==> config.mk <==
export PLATFORM = sky130hd
export DESIGN_NAME = dir_ctrl
export DESIGN_NICKNAME = d
export VERILOG_FILES = /design/src/rtl/dir_pkg.sv /design/src/rtl/dir_store.sv /design/src/rtl/dir_decide.sv /design/src/rtl/ack_tally.sv /design/src/rtl/dir_ctrl.sv
export SDC_FILE = /design/constraint.sdc
export NUM_CORES = 1
export LEC_CHECK = 0
export BUFFER_PORTS_ARGS = -buffer_cell sky130_fd_sc_hd__buf_4
export CAP_MARGIN = 20
export CORE_AREA = 5 5 141 143
export CTS_CLUSTER_SIZE = 40
export DETAILED_ROUTE_END_ITERATION = 8
export DIE_AREA = 0 0 146 148
export PLACE_DENSITY = 0.66
export REMOVE_ABC_BUFFERS = 1
export SLEW_MARGIN = 25
export SYNTH_ARGS = -nofsm -noshare
export SYNTH_HDL_FRONTEND = slang
export SYNTH_HIERARCHICAL = 1
export SYNTH_SLANG_ARGS = --single-unit
export TNS_END_PERCENT = 30
==> constraint.sdc <==
create_clock -name clk -period 14.1 [get_ports clk]
set_clock_uncertainty 0.2 [all_clocks]
set_input_delay 2.82 -clock clk [delete_from_list [all_inputs] [get_ports clk]]
set_output_delay 2.82 -clock clk [all_outputs]
set_load 0.1 [all_outputs]
==> src/rtl/dir_pkg.sv <==
`timescale 1ns/1ps
package dir_pkg;

    typedef enum logic [2:0] {
        ST_IDLE,
        ST_LOOKUP,
        ST_RECALL,
        ST_INVAL,
        ST_REPLY
    } dir_state_e;

    typedef enum logic [1:0] {
        ACT_REPLY,
        ACT_RECALL,
        ACT_INVAL
    } dir_act_e;

endpackage

==> src/rtl/dir_store.sv <==
`timescale 1ns/1ps
module dir_store #(
    parameter int NPROC = 8,
    parameter int NBLK  = 16,
    localparam int AW   = $clog2(NBLK)
) (
    input  logic             clk,
    input  logic             rst_n,
    input  logic [AW-1:0]    rd_addr,
    output logic [NPROC-1:0] rd_pres,
    output logic             rd_dirty,
    input  logic             we,
    input  logic [AW-1:0]    wr_addr,
    input  logic [NPROC-1:0] wr_pres,
    input  logic             wr_dirty
);
    logic [NPROC-1:0] pres_mem  [NBLK];
    logic             dirty_mem [NBLK];

    always_ff @(posedge clk) begin
        if (!rst_n) begin
            for (int b = 0; b < NBLK; b++) begin
                pres_mem[b]  <= '0;
                dirty_mem[b] <= 1'b0;
            end
        end else if (we) begin
            pres_mem[wr_addr]  <= wr_pres;
            dirty_mem[wr_addr] <= wr_dirty;
        end
    end

    assign rd_pres  = pres_mem[rd_addr];
    assign rd_dirty = dirty_mem[rd_addr];
endmodule

==> src/rtl/dir_decide.sv <==
`timescale 1ns/1ps
module dir_decide
    import dir_pkg::*;
#(
    parameter int NPROC = 8,
    localparam int IDW  = $clog2(NPROC),
    localparam int CW   = $clog2(NPROC + 1)
) (
    input  logic [NPROC-1:0] pres,
    input  logic             dirty,
    input  logic             is_write,
    input  logic [IDW-1:0]   src,
    output dir_act_e         act,
    output logic [IDW-1:0]   owner,
    output logic [NPROC-1:0] inv_targets,
    output logic [CW-1:0]    inv_count,
    output logic [NPROC-1:0] fin_pres,
    output logic             fin_dirty
);
    logic [NPROC-1:0] src_bit;
    logic [NPROC-1:0] others;

    always_comb begin
        src_bit      = '0;
        src_bit[src] = 1'b1;
        others       = pres & ~src_bit;
    end

    // lowest set presence bit; a dirty entry has exactly one
    always_comb begin
        owner = '0;
        for (int i = NPROC - 1; i >= 0; i--) begin
            if (pres[i]) owner = IDW'(i);
        end
    end

    always_comb begin
        act         = ACT_REPLY;
        inv_targets = '0;
        inv_count   = '0;
        fin_pres    = pres;
        fin_dirty   = dirty;
        if (dirty && !pres[src]) begin
            act = ACT_RECALL;
            if (is_write) begin
                fin_pres  = src_bit;
                fin_dirty = 1'b1;
            end else begin
                fin_pres  = pres | src_bit;
                fin_dirty = 1'b0;
            end
        end else if (dirty) begin
            act = ACT_REPLY;
        end else if (is_write && (others != '0)) begin
            act         = ACT_INVAL;
            inv_targets = others;
            inv_count   = CW'($countones(others));
            fin_pres    = src_bit;
            fin_dirty   = 1'b1;
        end else if (is_write) begin
            fin_pres  = src_bit;
            fin_dirty = 1'b1;
        end else begin
            fin_pres  = pres | src_bit;
            fin_dirty = 1'b0;
        end
    end
endmodule

==> src/rtl/ack_tally.sv <==
`timescale 1ns/1ps
module ack_tally #(
    parameter int NPROC = 8,
    localparam int CW   = $clog2(NPROC + 1)
) (
    input  logic          clk,
    input  logic          rst_n,
    input  logic          load,
    input  logic [CW-1:0] load_val,
    input  logic          dec,
    output logic          last
);
    logic [CW-1:0] remaining;

    always_ff @(posedge clk) begin
        if (!rst_n) begin
            remaining <= '0;
        end else if (load) begin
            remaining <= load_val;
        end else if (dec && (remaining != '0)) begin
            remaining <= remaining - CW'(1);
        end
    end

    assign last = (remaining == CW'(1));
endmodule

==> src/rtl/dir_ctrl.sv <==
`timescale 1ns/1ps
module dir_ctrl
    import dir_pkg::*;
#(
    parameter int NPROC = 8,
    parameter int NBLK  = 16,
    localparam int IDW  = $clog2(NPROC),
    localparam int AW   = $clog2(NBLK),
    localparam int CW   = $clog2(NPROC + 1)
) (
    input  logic             clk,
    input  logic             rst_n,
    input  logic             req_valid,
    input  logic             req_write,
    input  logic [IDW-1:0]   req_src,
    input  logic [AW-1:0]    req_addr,
    input  logic             ack_valid,
    input  logic             wb_valid,
    output logic             nack_valid,
    output logic [IDW-1:0]   nack_dst,
    output logic             rcl_valid,
    output logic [IDW-1:0]   rcl_dst,
    output logic             rcl_excl,
    output logic             inv_valid,
    output logic [NPROC-1:0] inv_mask,
    output logic             rsp_valid,
    output logic [IDW-1:0]   rsp_dst,
    output logic             rsp_excl,
    output logic             mem_upd,
    output logic [AW-1:0]    mem_addr
);
    dir_state_e state, state_nx;

    logic             cur_write;
    logic [IDW-1:0]   cur_src;
    logic [AW-1:0]    cur_addr;
    logic [NPROC-1:0] fin_pres_q;
    logic             fin_dirty_q;

    logic [NPROC-1:0] ent_pres;
    logic             ent_dirty;
    dir_act_e         act;
    logic [IDW-1:0]   owner;
    logic [NPROC-1:0] inv_targets;
    logic [CW-1:0]    inv_count;
    logic [NPROC-1:0] fin_pres;
    logic             fin_dirty;
    logic             ack_last;

    logic             st_we;
    logic [NPROC-1:0] st_wpres;
    logic             st_wdirty;

    dir_store #(.NPROC(NPROC), .NBLK(NBLK)) u_store (
        .clk      (clk),
        .rst_n    (rst_n),
        .rd_addr  (cur_addr),
        .rd_pres  (ent_pres),
        .rd_dirty (ent_dirty),
        .we       (st_we),
        .wr_addr  (cur_addr),
        .wr_pres  (st_wpres),
        .wr_dirty (st_wdirty)
    );

    dir_decide #(.NPROC(NPROC)) u_decide (
        .pres        (ent_pres),
        .dirty       (ent_dirty),
        .is_write    (cur_write),
        .src         (cur_src),
        .act         (act),
        .owner       (owner),
        .inv_targets (inv_targets),
        .inv_count   (inv_count),
        .fin_pres    (fin_pres),
        .fin_dirty   (fin_dirty)
    );

    ack_tally #(.NPROC(NPROC)) u_tally (
        .clk      (clk),
        .rst_n    (rst_n),
        .load     (state == ST_LOOKUP),
        .load_val (inv_count),
        .dec      ((state == ST_INVAL) && ack_valid),
        .last     (ack_last)
    );

    // state register
    always_ff @(posedge clk) begin
        if (!rst_n) state <= ST_IDLE;
        else        state <= state_nx;
    end

    // request and outcome capture
    always_ff @(posedge clk) begin
        if (!rst_n) begin
            cur_write   <= 1'b0;
            cur_src     <= '0;
            cur_addr    <= '0;
            fin_pres_q  <= '0;
            fin_dirty_q <= 1'b0;
        end else begin
            if ((state == ST_IDLE) && req_valid) begin
                cur_write <= req_write;
                cur_src   <= req_src;
                cur_addr  <= req_addr;
            end
            if (state == ST_LOOKUP) begin
                fin_pres_q  <= fin_pres;
                fin_dirty_q <= fin_dirty;
            end
        end
    end

    // transitions
    always_comb begin
        state_nx = state;
        unique case (state)
            ST_IDLE:   if (req_valid) state_nx = ST_LOOKUP;
            ST_LOOKUP: begin
                unique case (act)
                    ACT_RECALL: state_nx = ST_RECALL;
                    ACT_INVAL:  state_nx = ST_INVAL;
                    default:    state_nx = ST_REPLY;
                endcase
            end
            ST_RECALL: if (wb_valid) state_nx = ST_REPLY;
            ST_INVAL:  if (ack_valid && ack_last) state_nx = ST_REPLY;
            ST_REPLY:  state_nx = ST_IDLE;
            default:   state_nx = ST_IDLE;
        endcase
    end

    // directory commit on entry to ST_REPLY
    always_comb begin
        st_we     = 1'b0;
        st_wpres  = fin_pres_q;
        st_wdirty = fin_dirty_q;
        unique case (state)
            ST_LOOKUP: begin
                st_we     = (act == ACT_REPLY);
                st_wpres  = fin_pres;
                st_wdirty = fin_dirty;
            end
            ST_RECALL: st_we = wb_valid;
            ST_INVAL:  st_we = ack_valid && ack_last;
            default:   st_we = 1'b0;
        endcase
    end

    // outputs
    always_comb begin
        nack_valid = 1'b0;
        nack_dst   = '0;
        rcl_valid  = 1'b0;
        rcl_dst    = '0;
        rcl_excl   = 1'b0;
        inv_valid  = 1'b0;
        inv_mask   = '0;
        rsp_valid  = 1'b0;
        rsp_dst    = '0;
        rsp_excl   = 1'b0;
        mem_upd    = 1'b0;
        mem_addr   = '0;
        if ((state != ST_IDLE) && req_valid) begin
            nack_valid = 1'b1;
            nack_dst   = req_src;
        end
        unique case (state)
            ST_LOOKUP: begin
                if (act == ACT_RECALL) begin
                    rcl_valid = 1'b1;
                    rcl_dst   = owner;
                    rcl_excl  = cur_write;
                end else if (act == ACT_INVAL) begin
                    inv_valid = 1'b1;
                    inv_mask  = inv_targets;
                end
            end
            ST_RECALL: begin
                if (wb_valid) begin
                    mem_upd  = 1'b1;
                    mem_addr = cur_addr;
                end
            end
            ST_REPLY: begin
                rsp_valid = 1'b1;
                rsp_dst   = cur_src;
                rsp_excl  = cur_write;
            end
            default: ;
        endcase
    end
endmodule

# Yosys cells after proc, flatten, opt, wreduce, memory -nomap -nowiden
# Memory sizes are Yosys's and may differ from the RTL's. A register that Yosys moved wholly into a read port is not among the register bits.
# Index checks and enable logic that the tools add are counted.
# op_classes
addsub	8
multipliers	0
div	0
order_cmp	2
n_eq_ne	10
n_shift	0
mux	74
bitwise_logic	3
reduce_logical	18
# op_table
operator	n
8-bit 2-to-1 mux	12
4-bit 2-to-1 mux	13
3-bit 2-to-1 mux	15
1-bit 2-to-1 mux	26
4-bit adder	3
3-bit one-hot mux with 4 select lines	1
1-bit by 1-bit adder with 2-bit output	4
8-bit bitwise AND	1
1-bit logical AND	8
8-bit inverter	1
8-bit OR	1
8-bit nonzero test	1
8-bit OR reduction	1
3-bit by 2-bit equality test with 1-bit output, second input constant	2
2-bit 2-to-1 mux	3
3-bit one-hot mux with 2 select lines	1
4-bit by 1-bit equality test with 1-bit output, second input constant	1
3-bit by 4-bit less-than comparator with 1-bit output, second input constant	1
2-bit inequality test, second input constant	2
4-bit nonzero test	1
4-bit by 1-bit subtractor with 4-bit output, second input constant	1
1-bit binary-select mux with 3-bit select	1
1-bit demux with 3-bit select	1
3-bit by 1-bit equality test with 1-bit output, second input constant	1
other kinds (13)	13
# totals
regBits	24
latch_bits	0
ram_bits	144
romBits	0
input_bits	13
output_inout_bits	28
word_cells	124
n_memories	2
# memory_table
memory	depth	width	read_ports	rd_clocked_by_memory_dff	wr	line_no	text
u_store.pres_mem	16	8	1	1	16	dir_store.sv:17	logic [NPROC-1:0] pres_mem [NBLK];
u_store.dirty_mem	16	1	1	1	16	dir_store.sv:18	logic dirty_mem [NBLK];

# Longest topological paths before layout
# Gate-level depths: netlist of run 1.
# depth
depth_word	18
depth_mapped	19
depth_no_buf	14

# Cells and area by module
# Netlist of run 1, hierarchy kept.
# by_module_without_submodules
module	n_inst	cells_each	area_each_um2	seq_area_each_um2
dir_store	1	463	6750.2	4164.0
dir_ctrl	1	121	1091.0	400.4
dir_decide	1	118	892.1	0.0
ack_tally	1	35	271.5	80.1

# Worst setup path after synthesis of run 1
# No wires, ideal clock.
# synth_path
path_kind	input to output
start	in req_valid
end	out nack_dst[0]
arrival_ps	4516
t_required_ps	11080
setup_slack_ps	6564
stages	2
n_path_buf	0
path_cell_list	o31a_1 -> and2_1
# synth_between
elab_chain_len	2
# synth_lines
item	line_no	text
from (decl)	dir_ctrl.sv:13	input logic req_valid,
1-bit logical AND	dir_ctrl.sv:165	if ((state != ST_IDLE) && req_valid) begin
3-bit 2-to-1 mux	dir_ctrl.sv:165	
to (decl)	dir_ctrl.sv:20	output logic [IDW-1:0] nack_dst,
# Every way passes these cells.

==> results of run 1 <==
## cells by family (layout without fill, tap and decap cells)
kind of cell	after synthesis	count (layout)	synth area share [%]
muxes	54	54	11.9
buffers and inverters	82	102	4.64
and+or+nand+nor	306	306	20.4
AOI/OAI and AO/OA	109	109	8.93
DFF	168	168	51.6
adders and majority gates	17	17	2.45
xor gates and xnor gates	1	1	0.0973
## state kept, by name, summed over array words and instances (netlist names)
name               flops
u_store/pres_mem     128
u_store/dirty_mem     16
fin_pres_q             8
cur_addr               4
u_tally/remaining      4
cur_src                3
state                  3
cur_write              1
fin_dirty_q            1
## cells in the final DEF, fill, tap and decap left out, types with 4 or more instances in the layout
| cell | instances |
|---|---|
| a211oi_1 | 7 |
| a21oi_1 | 10 |
| a22oi_1 | 19 |
| and2_1 | 63 |
| and3_1 | 108 |
| buf_4 | 57 |
| clkbuf_16 | 17 |
| dfxtp_1 | 38 |
| edfxtp_1 | 128 |
| ha_1 | 16 |
| inv_1 | 13 |
| mux2_2 | 7 |
| mux2i_1 | 7 |
| mux4_1 | 15 |
| mux4_2 | 21 |
| nand2_1 | 40 |
| nand2b_1 | 17 |
| nand3_1 | 18 |
| nand4_1 | 4 |
| nor2_1 | 12 |
| nor2_2 | 4 |
| nor3_1 | 10 |
| o211ai_1 | 21 |
| o211ai_2 | 4 |
| o21ai_0 | 24 |
| o31ai_1 | 8 |
## stage by stage
stage	power [mW]	cells	hold slack [ps]	cell area, um2
CTS	1.23	991	272	9940
detailed placement	0.779	959	257	9360
floorplan	0.707	668	231	8640
finish	1.22	991	272	9940
global placement	0.770	959	251	9360
global route	1.27	991	287	9940
## final timing paths
path	end	startpoint	slack, ps
max	inv_mask[6]	cur_addr[0]$_SDFFE_PN0P_	6160
min	u_store/dirty_mem[7]$_DFF_P_	u_store/dirty_mem[7]$_DFF_P_	270
max reg2reg	u_store/pres_mem[0][4]$_SDFFCE_PN0P_	cur_addr[0]$_SDFFE_PN0P_	7710
min reg2reg	u_store/dirty_mem[7]$_DFF_P_	u_store/dirty_mem[7]$_DFF_P_	270
## routing by layer
layer  routed length (um)  part of all wire, %
met1                 9120                   42
met4                  519                  2.4
met2                11000                   51
met5                    0                    0
met3                  967                  4.5
## worst max-delay path, delay by kind of cell (launching register included)
family,cells,cell delay (ps)
AO/OA/AOI/OAI,3,1310
buffers and inverters,3,900
flip-flops,1,730
AND/OR/NAND/NOR,3,690
multiplexers,1,610
adder cells (fa/ha/maj),1,240
## power breakdown
group	switching, mW	leakage (nW)	internal (mW)
Clock	0.194	0.273	0.261
Sequential	0.0145	1.65	0.549
Combinational	0.132	2.10	0.0738
Total	0.340	4.02	0.884
## cell type report
cell class / instances / area [um2]
clock buffer: 17 / 425
clock inverter: 15 / 151
fill: 1553 / 8510
inverter: 13 / 48.8
multi-input combinational: 487 / 3950
sequential: 168 / 4650
tap: 234 / 293
timing repair buffer: 57 / 428
==> impl_metrics.ini, run 1 <==
[placement]
hpwl_um = 14300
gp_congestion = 0.887
post-place-ws_ps = 6600
io_buffers = 40

[finish]
final_nets = 774
syn2layout_area_growth_pct = 10.4
antenna_cells = 0
utilization_pct = 53.9
drive_gt1_share_pct = 18.9

[synth]
ys_warn_count = 6
synth-edff-count = 128
synth_top_area_share_pct = 42.7
synthTopCellsByCount = edfxtp_1, and3_1, and2_1
ys_async_sr_fraction_pct = 0
synth_area_um2 = 9000
synth_top_cell_by_area = edfxtp_1
synth_flop_cell = edfxtp_1
synth.area.top_cells = edfxtp_1, dfxtp_1, and3_1, mux4_2, and2_1
yosysSeqAreaShare_pct = 51.6
synthMostInstantiatedCell = edfxtp_1
syn-instance-count = 737
ys_seq_elements = 168
synth_cell_types = 70
avgSynthCellArea_um2 = 12.2

[detailed_routing]
wl_per_cell_um = 21.8
dr.pass1.iters = 5
via_per_inst = 6.14
detail-route-antenna-nets = 0
first_iter_violations = 634
drc = 0
routed_wirelength_um = 21600
vias = 6085

[worst_setup_path]
worstPathRequired_ps = 11080
worstSetupStartpointType = register
crit_path_frequent_cell = buf_4
criticalPathCategory = reg2out
worstPathArrival_ps = 4920
critPathCaptureType = primary output
slowest_delay_ps = 870
cp_max_fo = 26
slowest_stage = o32ai_1
r2r_cells = 13
crit_chain = buf_4 -> mux4_1 -> a22oi_1 -> nand2_1 -> o32ai_1 -> a21oi_1 -> inv_1 -> ha_1 -> and3b_2 -> and2_1 -> buf_4

[floorplanning]
io_pins = 41
die-area_um2 = 21600
core_area_um2 = 18500
die_y_um = 148
start_util_pct = 48.8
num_rows = 50
die_w_um = 146

[grt]
track_usage_pct = 19.9
grt_pass1_vias = 6002
grt_max_degree = 73
met2_usage_pct = 33.8
grt_pass1_wl_um = 33800
grt_overflow = 0
met1_usage_pct = 25.8
antenna_found_initial = 0
grt_use_met3_pct = 3.56
top_usage_layer = met2

[sta]
slew_headroom_pct = 35.3
fin_crit_ps = 7940
setup_ws_ps = 6160
period_share_pct = 56.3
slew_viol_final = 0
finalHoldViolations = 0
worst_pin_slew_ps = 966
fmax_ghz = 0.126
rsz0062_at_grt = false
tns_ps = 0
setup_viol = 0

[clock_tree]
cts_setup_buffers = 0
cts_htree_levels = 4
clock-root-buffer = clkbuf_16
cts_hold_buf = 0
cts_max_path_buffers = 2
clk_latency_ps = 420
clock-sinks = 168
cts_made_buffers = 17
cts_tree = built
clk_pin_slew_worst_paths_ps = 70
cts_resized = 0

[power]
p_leak_nw = 4.02
irDropWorstVdd_mv = 0.107
p_per_area_nw_per_um2 = 123

[run_status]
outcome = completed

[hold_path]
hp-class = reg2reg
hold_depth = 2

[run]
cap_violations = 0
(Power assumes the default switching activity.)
==> run 2, diff against run 1 <==
Settings changed: ABC_AREA from default to 1, CORE_AREA 5 5 141 143 to 5 5 145 147, DIE_AREA 0 0 146 148 to 0 0 150 152, PLACE_DENSITY 0.66 to 0.69.
Clock period 14.1 ns to 6.6 ns, I/O delays scaled along.
==> impl_metrics.ini, run 2 <==
[run_status]
outcome = completed

[floorplanning]
die_w_um = 150
io_pins = 41
start_util_pct = 48.8
num_rows = 52
core_area_um2 = 19800
die-area_um2 = 22800
die_y_um = 152

[worst_setup_path]
slowest_stage = clkinv_1
critPathCaptureType = primary output
crit_family = buffers and inverters
cp_num_buf_inv = 7
cp_max_fo = 23
worstPathRequired_ps = 5080
worstSetupStartpointType = register
reg2reg_from = cur_addr[3]$_SDFFE_PN0P_
worstPathArrival_ps = 3910
crit_chain = buf_4 -> clkinv_1 -> nand3_1 -> nand3_1 -> nand2_1 -> nand2_1 -> ha_1 -> nand3_1 -> o21ai_1 -> buf_4 -> inv_2 -> inv_1 -> ha_1 -> inv_1 -> nand2_4 -> nor2_1 -> buf_4
worstSetupStartpoint = cur_addr[2]$_SDFFE_PN0P_
criticalPathCategory = reg2out
slowest_delay_ps = 570

[synth]
synth_flop_cell = edfxtp_1
ys_seq_elements = 168
yosysSeqAreaShare_pct = 48.1
synth_top_area_share_pct = 39.8
ys_async_sr_fraction_pct = 0
synthTopCellsByCount = nand2_1, inv_1, nor2_1
ys_warn_count = 6
synth.area.top_cells = edfxtp_1, nand2_1, dfxtp_1, inv_1, nand3_1
synthMostInstantiatedCell = nand2_1
avgSynthCellArea_um2 = 8.01
synth_top_cell_by_area = edfxtp_1
synth_cell_types = 45
syn-instance-count = 1205
synth-edff-count = 128
synth_area_um2 = 9650

[finish]
drive_gt1_share_pct = 16.0
syn2layout_area_growth_pct = 9.47
top_register = u_store/pres_mem
most-common-layout-cells = nand2_1, inv_1, nor2_1
utilization_pct = 53.4
largest_register_ffs = 128
final_common_cell = nand2_1
antenna_cells = 0
final_nets = 1239
reg_top3 = u_store/pres_mem (128), u_store/dirty_mem (16), fin_pres_q (8)
final_cell_count_no_fill = 1492
fillCellCount = 1887

[detailed_routing]
detail-route-antenna-nets = 0
vias = 7764
dr.pass1.iters = 6
routed_wirelength_um = 24700
via_per_inst = 5.20
drc = 0
wl_per_cell_um = 16.6
first_iter_violations = 790

[grt]
antenna_found_initial = 0
grt_pass1_wl_um = 39100
track_usage_pct = 22.0
grt_pass1_vias = 7447
grt_max_degree = 78
grt_overflow = 0

[power]
irDropWorstVdd_mv = 0.229
p_leak_nw = 4.64
p_per_area_nw_per_um2 = 467
power_mw = 4.93

[clock_tree]
cts_setup_buffers = 0
clock-root-buffer = clkbuf_16
clock-sinks = 168
cts_hold_buf = 0
cts_max_path_buffers = 2
cts_tree = built
cts_resized = 0
cts_htree_levels = 4
clk_pin_slew_worst_paths_ps = 70
cts_made_buffers = 17
clk_latency_ps = 440

[placement]
hpwl_um = 16200
dp_cells = 1460
gp_congestion = 0.924
io_buffers = 40

[sta]
worst_pin_slew_ps = 924
fin_hold_ws_ps = 282
finalHoldViolations = 0
slew_viol_final = 0
tns_ps = 0
period_share_pct = 82.2
fin_crit_ps = 5430
setup_viol = 0
slew_headroom_pct = 38.3
rsz0062_at_grt = false
fmax_ghz = 0.184

[run]
cap_violations = 0

[hold_path]
min_from = u_store/dirty_mem[4]$_DFF_P_
hp-class = reg2reg
-- run 2: cell count changes in the layout (fill, tap and decap cells not counted), sizes merged, moves of 10 or more --
cell,previous run,this run
nor2,16,187
nand2b,17,0
mux4,36,0
o21ai,25,43
a22oi,19,0
nand2,40,303
a21oi,10,24
and3,108,0
nand3,18,147
and2,63,0
inv,16,226
mux2,10,0
buf,57,45
o211ai,25,1
-- run 2: cells by family after synthesis --
family,count (synthesis),synth area share (%)
XOR/XNOR,3,0.272
AND/OR/NAND/NOR,651,30.8
flip-flops,168,48.1
buffers and inverters,282,12.8
AO/OA/AOI/OAI,84,5.67
adder cells (fa/ha/maj),17,2.28
-- run 2: worst paths after layout --
| path | to | slack (ps) | cells after the start |
|---|---|---|---|
| worst min register to register | u_store/dirty_mem[4]$_DFF_P_ | 280 | 2 |
| worst max register to register | u_store/pres_mem[14][0]$_SDFFCE_PN0P_ | 1720 | 17 |
| worst max-delay path | inv_mask[4] | 1170 | 17 |
| worst min-delay path | u_store/dirty_mem[4]$_DFF_P_ | 280 | 2 |
-- run 2: layout make-up --
| type | instances | area [um2] | share of cell area, % |
|---|---|---|---|
| flip-flops and latches | 168 | 4650 | 44.0 |
| clock inverters | 15 | 205 | 1.94 |
| well taps | 270 | 338 | 3.20 |
| multi-input cells | 755 | 3770 | 35.7 |
| clock buffers | 17 | 425 | 4.03 |
| inverters | 222 | 841 | 7.96 |
| repair buffers | 45 | 338 | 3.20 |
-- run 2: where the power goes --
group | switching [mW] | internal (mW) | total (mW)
sequential | 0.0841 | 1.24 | 1.33
combinational | 1.88 | 0.674 | 2.55
clock | 0.496 | 0.552 | 1.05
-- run 2: per-layer routing --
| metal | vias to the layer above | part of all wire (%) | global-route usage [%] | wire [um] |
|---|---|---|---|---|
| met4 | 0 | 2.8 | 7.76 | 698 |
| met3 | 54 | 5.9 | 3.75 | 1470 |
| li1 | 3784 | - | - | - |
| met5 | - | 0 | 0 | 0 |
| met2 | 278 | 49 | 36.7 | 12200 |
| met1 | 3648 | 42 | 28.8 | 10400 |
-- run 2: metrics by stage --
stage | area, um2 | setup slack (ps)
floorplan | 9250 | -1080
global placement | 9930 | 1620
detailed placement | 9930 | 1670
CTS | 10600 | 1180
global route | 10600 | 803
finish | 10600 | 1170
-- run 2: worst min-delay path: cells and delay by family (launching register included) --
family | cells | cell delay [ps]
AO/OA/AOI/OAI | 1 | 60
flip-flops | 1 | 310
AND/OR/NAND/NOR | 1 | 70
==> run 3, diff against run 2 <==
Clock period 6.6 ns to 4.5 ns, I/O delays scaled along.
==> impl_metrics.ini, run 3 (synthesized netlist as in run 2, its figures left out) <==
[clock_tree]
cts_hold_buf = 0
clock-root-buffer = clkbuf_16
cts_made_buffers = 17
cts_max_path_buffers = 2
cts_htree_levels = 4
clock-sinks = 168
clk_pin_slew_worst_paths_ps = 70
cts_tree = built
clk_latency_ps = 430

[worst_setup_path]
worstSetupStartpointType = register
cp_max_fo = 18
slowest_delay_ps = 390
slowest_stage = dfxtp_4
critPathCaptureType = primary output
worstPathRequired_ps = 3400
crit_path_frequent_cell = nand3_1
criticalPathCategory = reg2out
crit_chain = inv_4 -> bufbuf_16 -> nand2_1 -> nand3_1 -> nand3_1 -> nand3_1 -> nand2_1 -> nand2_1 -> ha_1 -> nand3_1 -> o21ai_2 -> inv_2 -> inv_1 -> ha_2 -> inv_1 -> nor3_1 -> clkbuf_8
worstPathArrival_ps = 3290

[finish]
final_nets = 1269
largest_register_ffs = 128
drive_gt1_share_pct = 19.4
antenna_cells = 0
multi_input_area_um2 = 3830
final_cell_count_no_fill = 1522
most-common-layout-cells = nand2_1, inv_1, nor2_1, nand3_1, edfxtp_1
final_common_cell = nand2_1
fin_area_um2 = 11000
top_register = u_store/pres_mem
fillCellCount = 1821
regArea_um2 = 4650
reg_top3 = u_store/pres_mem (128), u_store/dirty_mem (16), fin_pres_q (8)
syn2layout_area_growth_pct = 14.1

[detailed_routing]
routed_wirelength_um = 26000
wl_per_cell_um = 17.1
dr.pass1.iters = 5
detail-route-antenna-nets = 0
via_per_inst = 5.24
drc = 0
vias = 7977
first_iter_violations = 812

[power]
power.switching_mw = 3.71
irDropWorstVdd_mv = 0.404
p_leak_nw = 4.84
p_per_area_nw_per_um2 = 691
power_frac_clock_pct = 19.8
pwr-share-comb_pct = 54.6
internal_power_mw = 3.89
power_frac_seq_pct = 25.6
netSwitchingFraction_pct = 48.9

[sta]
fin_crit_ps = 4390
setup_viol = 0
fmax_ghz = 0.228
worst_pin_slew_ps = 588
slew_headroom_pct = 60.6
period_share_pct = 97.5
slew_viol_final = 0
rsz0062_at_grt = true
finalHoldViolations = 0

[grt]
grt_overflow = 0
grt_pass1_vias = 7357
track_usage_pct = 22.5
grt_max_degree = 43
antenna_found_initial = 0
grt_pass1_wl_um = 39900

[run]
cap_violations = 0

[placement]
gp_congestion = 0.942
io_buffers = 40
hpwl_um = 16300
dpl-instance-area_um2 = 10100
dp_cells = 1482

[floorplanning]
start_util_pct = 48.8
io_pins = 41
num_rows = 52
die_w_um = 150
die_y_um = 152
die-area_um2 = 22800
core_area_um2 = 19800

[run_status]
outcome = completed

[hold_path]
hp-class = reg2reg
run 3: cell count changes in the layout (fill, tap and decap cells not counted), sizes merged:
cell	previous run	this run
clkinv	8	5
clkbuf	17	19
bufinv	1	2
inv	226	228
bufbuf	0	1
buf	45	72
run 3: power by group through the flow:
| stage | clock, mW | combinational (mW) | sequential [mW] |
|---|---|---|---|
| global route | 1.60 | 4.53 | 1.96 |
| detailed placement | 0 | 3.87 | 1.97 |
| finish | 1.51 | 4.15 | 1.94 |
| CTS | 1.52 | 4.02 | 1.94 |
| floorplan | 0 | 2.60 | 2.02 |
| global placement | 0 | 3.82 | 1.97 |
run 3: path summary, 6_finish.rpt:
path	end	cells after the start	slack, ps	startpoint
worst max-delay path	rcl_excl	17	110	cur_addr[0]$_SDFFE_PN0P_
worst min-delay path	u_store/dirty_mem[9]$_DFF_P_	2	290	u_store/dirty_mem[9]$_DFF_P_
worst max register to register	u_store/pres_mem[3][1]$_SDFFCE_PN0P_	20	370	cur_addr[0]$_SDFFE_PN0P_
worst min register to register	u_store/dirty_mem[9]$_DFF_P_	2	290	u_store/dirty_mem[9]$_DFF_P_
run 3: layout make-up:
class | instances | area share [%]
Timing Repair Buffer | 75 | 6.65
Multi-Input combinational cell | 755 | 34.8
Clock buffer | 17 | 3.86
Clock inverter | 15 | 1.66
Sequential cell | 168 | 42.2
Inverter | 222 | 7.70
Tap cell | 270 | 3.07
run 3: metrics by stage:
step	util [%]	hold slack, ps	setup TNS (ps)	total power, mW	setup slack [ps]
5_1_grt	55.6	307	-223	8.09	-44.1
6_report	55.6	287	0	7.60	114
2_1_floorplan	-	249	-238220	4.62	-2760
4_1_cts	54.8	285	0	7.48	25.3
3_5_place_dp	51.2	274	0	5.84	365
3_3_place_gp	51.2	269	0	5.78	427
run 3: worst max-delay path: cells and delay by family, from the launching register on:
family                     cells  cell delay, ps
and+or+nand+nor                8             950
AOI/OAI and AO/OA              1             170
buffers and inverters          6             950
adders and majority gates      2             380
DFF                            1             390
run 3: timing repair:
item                       in CTS  in global routing
buffers inserted                0                  4
setup endpoints to repair       9                 13
gates resized for setup         6                 32
pin swaps                       0                  2
cloned                          3                  1
run 3: per-layer routing:
layer,routed length (um),GRT usage (%),vias up
met5,0,0,-
met4,779,7.23,0
met3,1970,4.29,59
met2,12600,37.0,356
met1,10700,29.9,3720
li1,-,-,3842
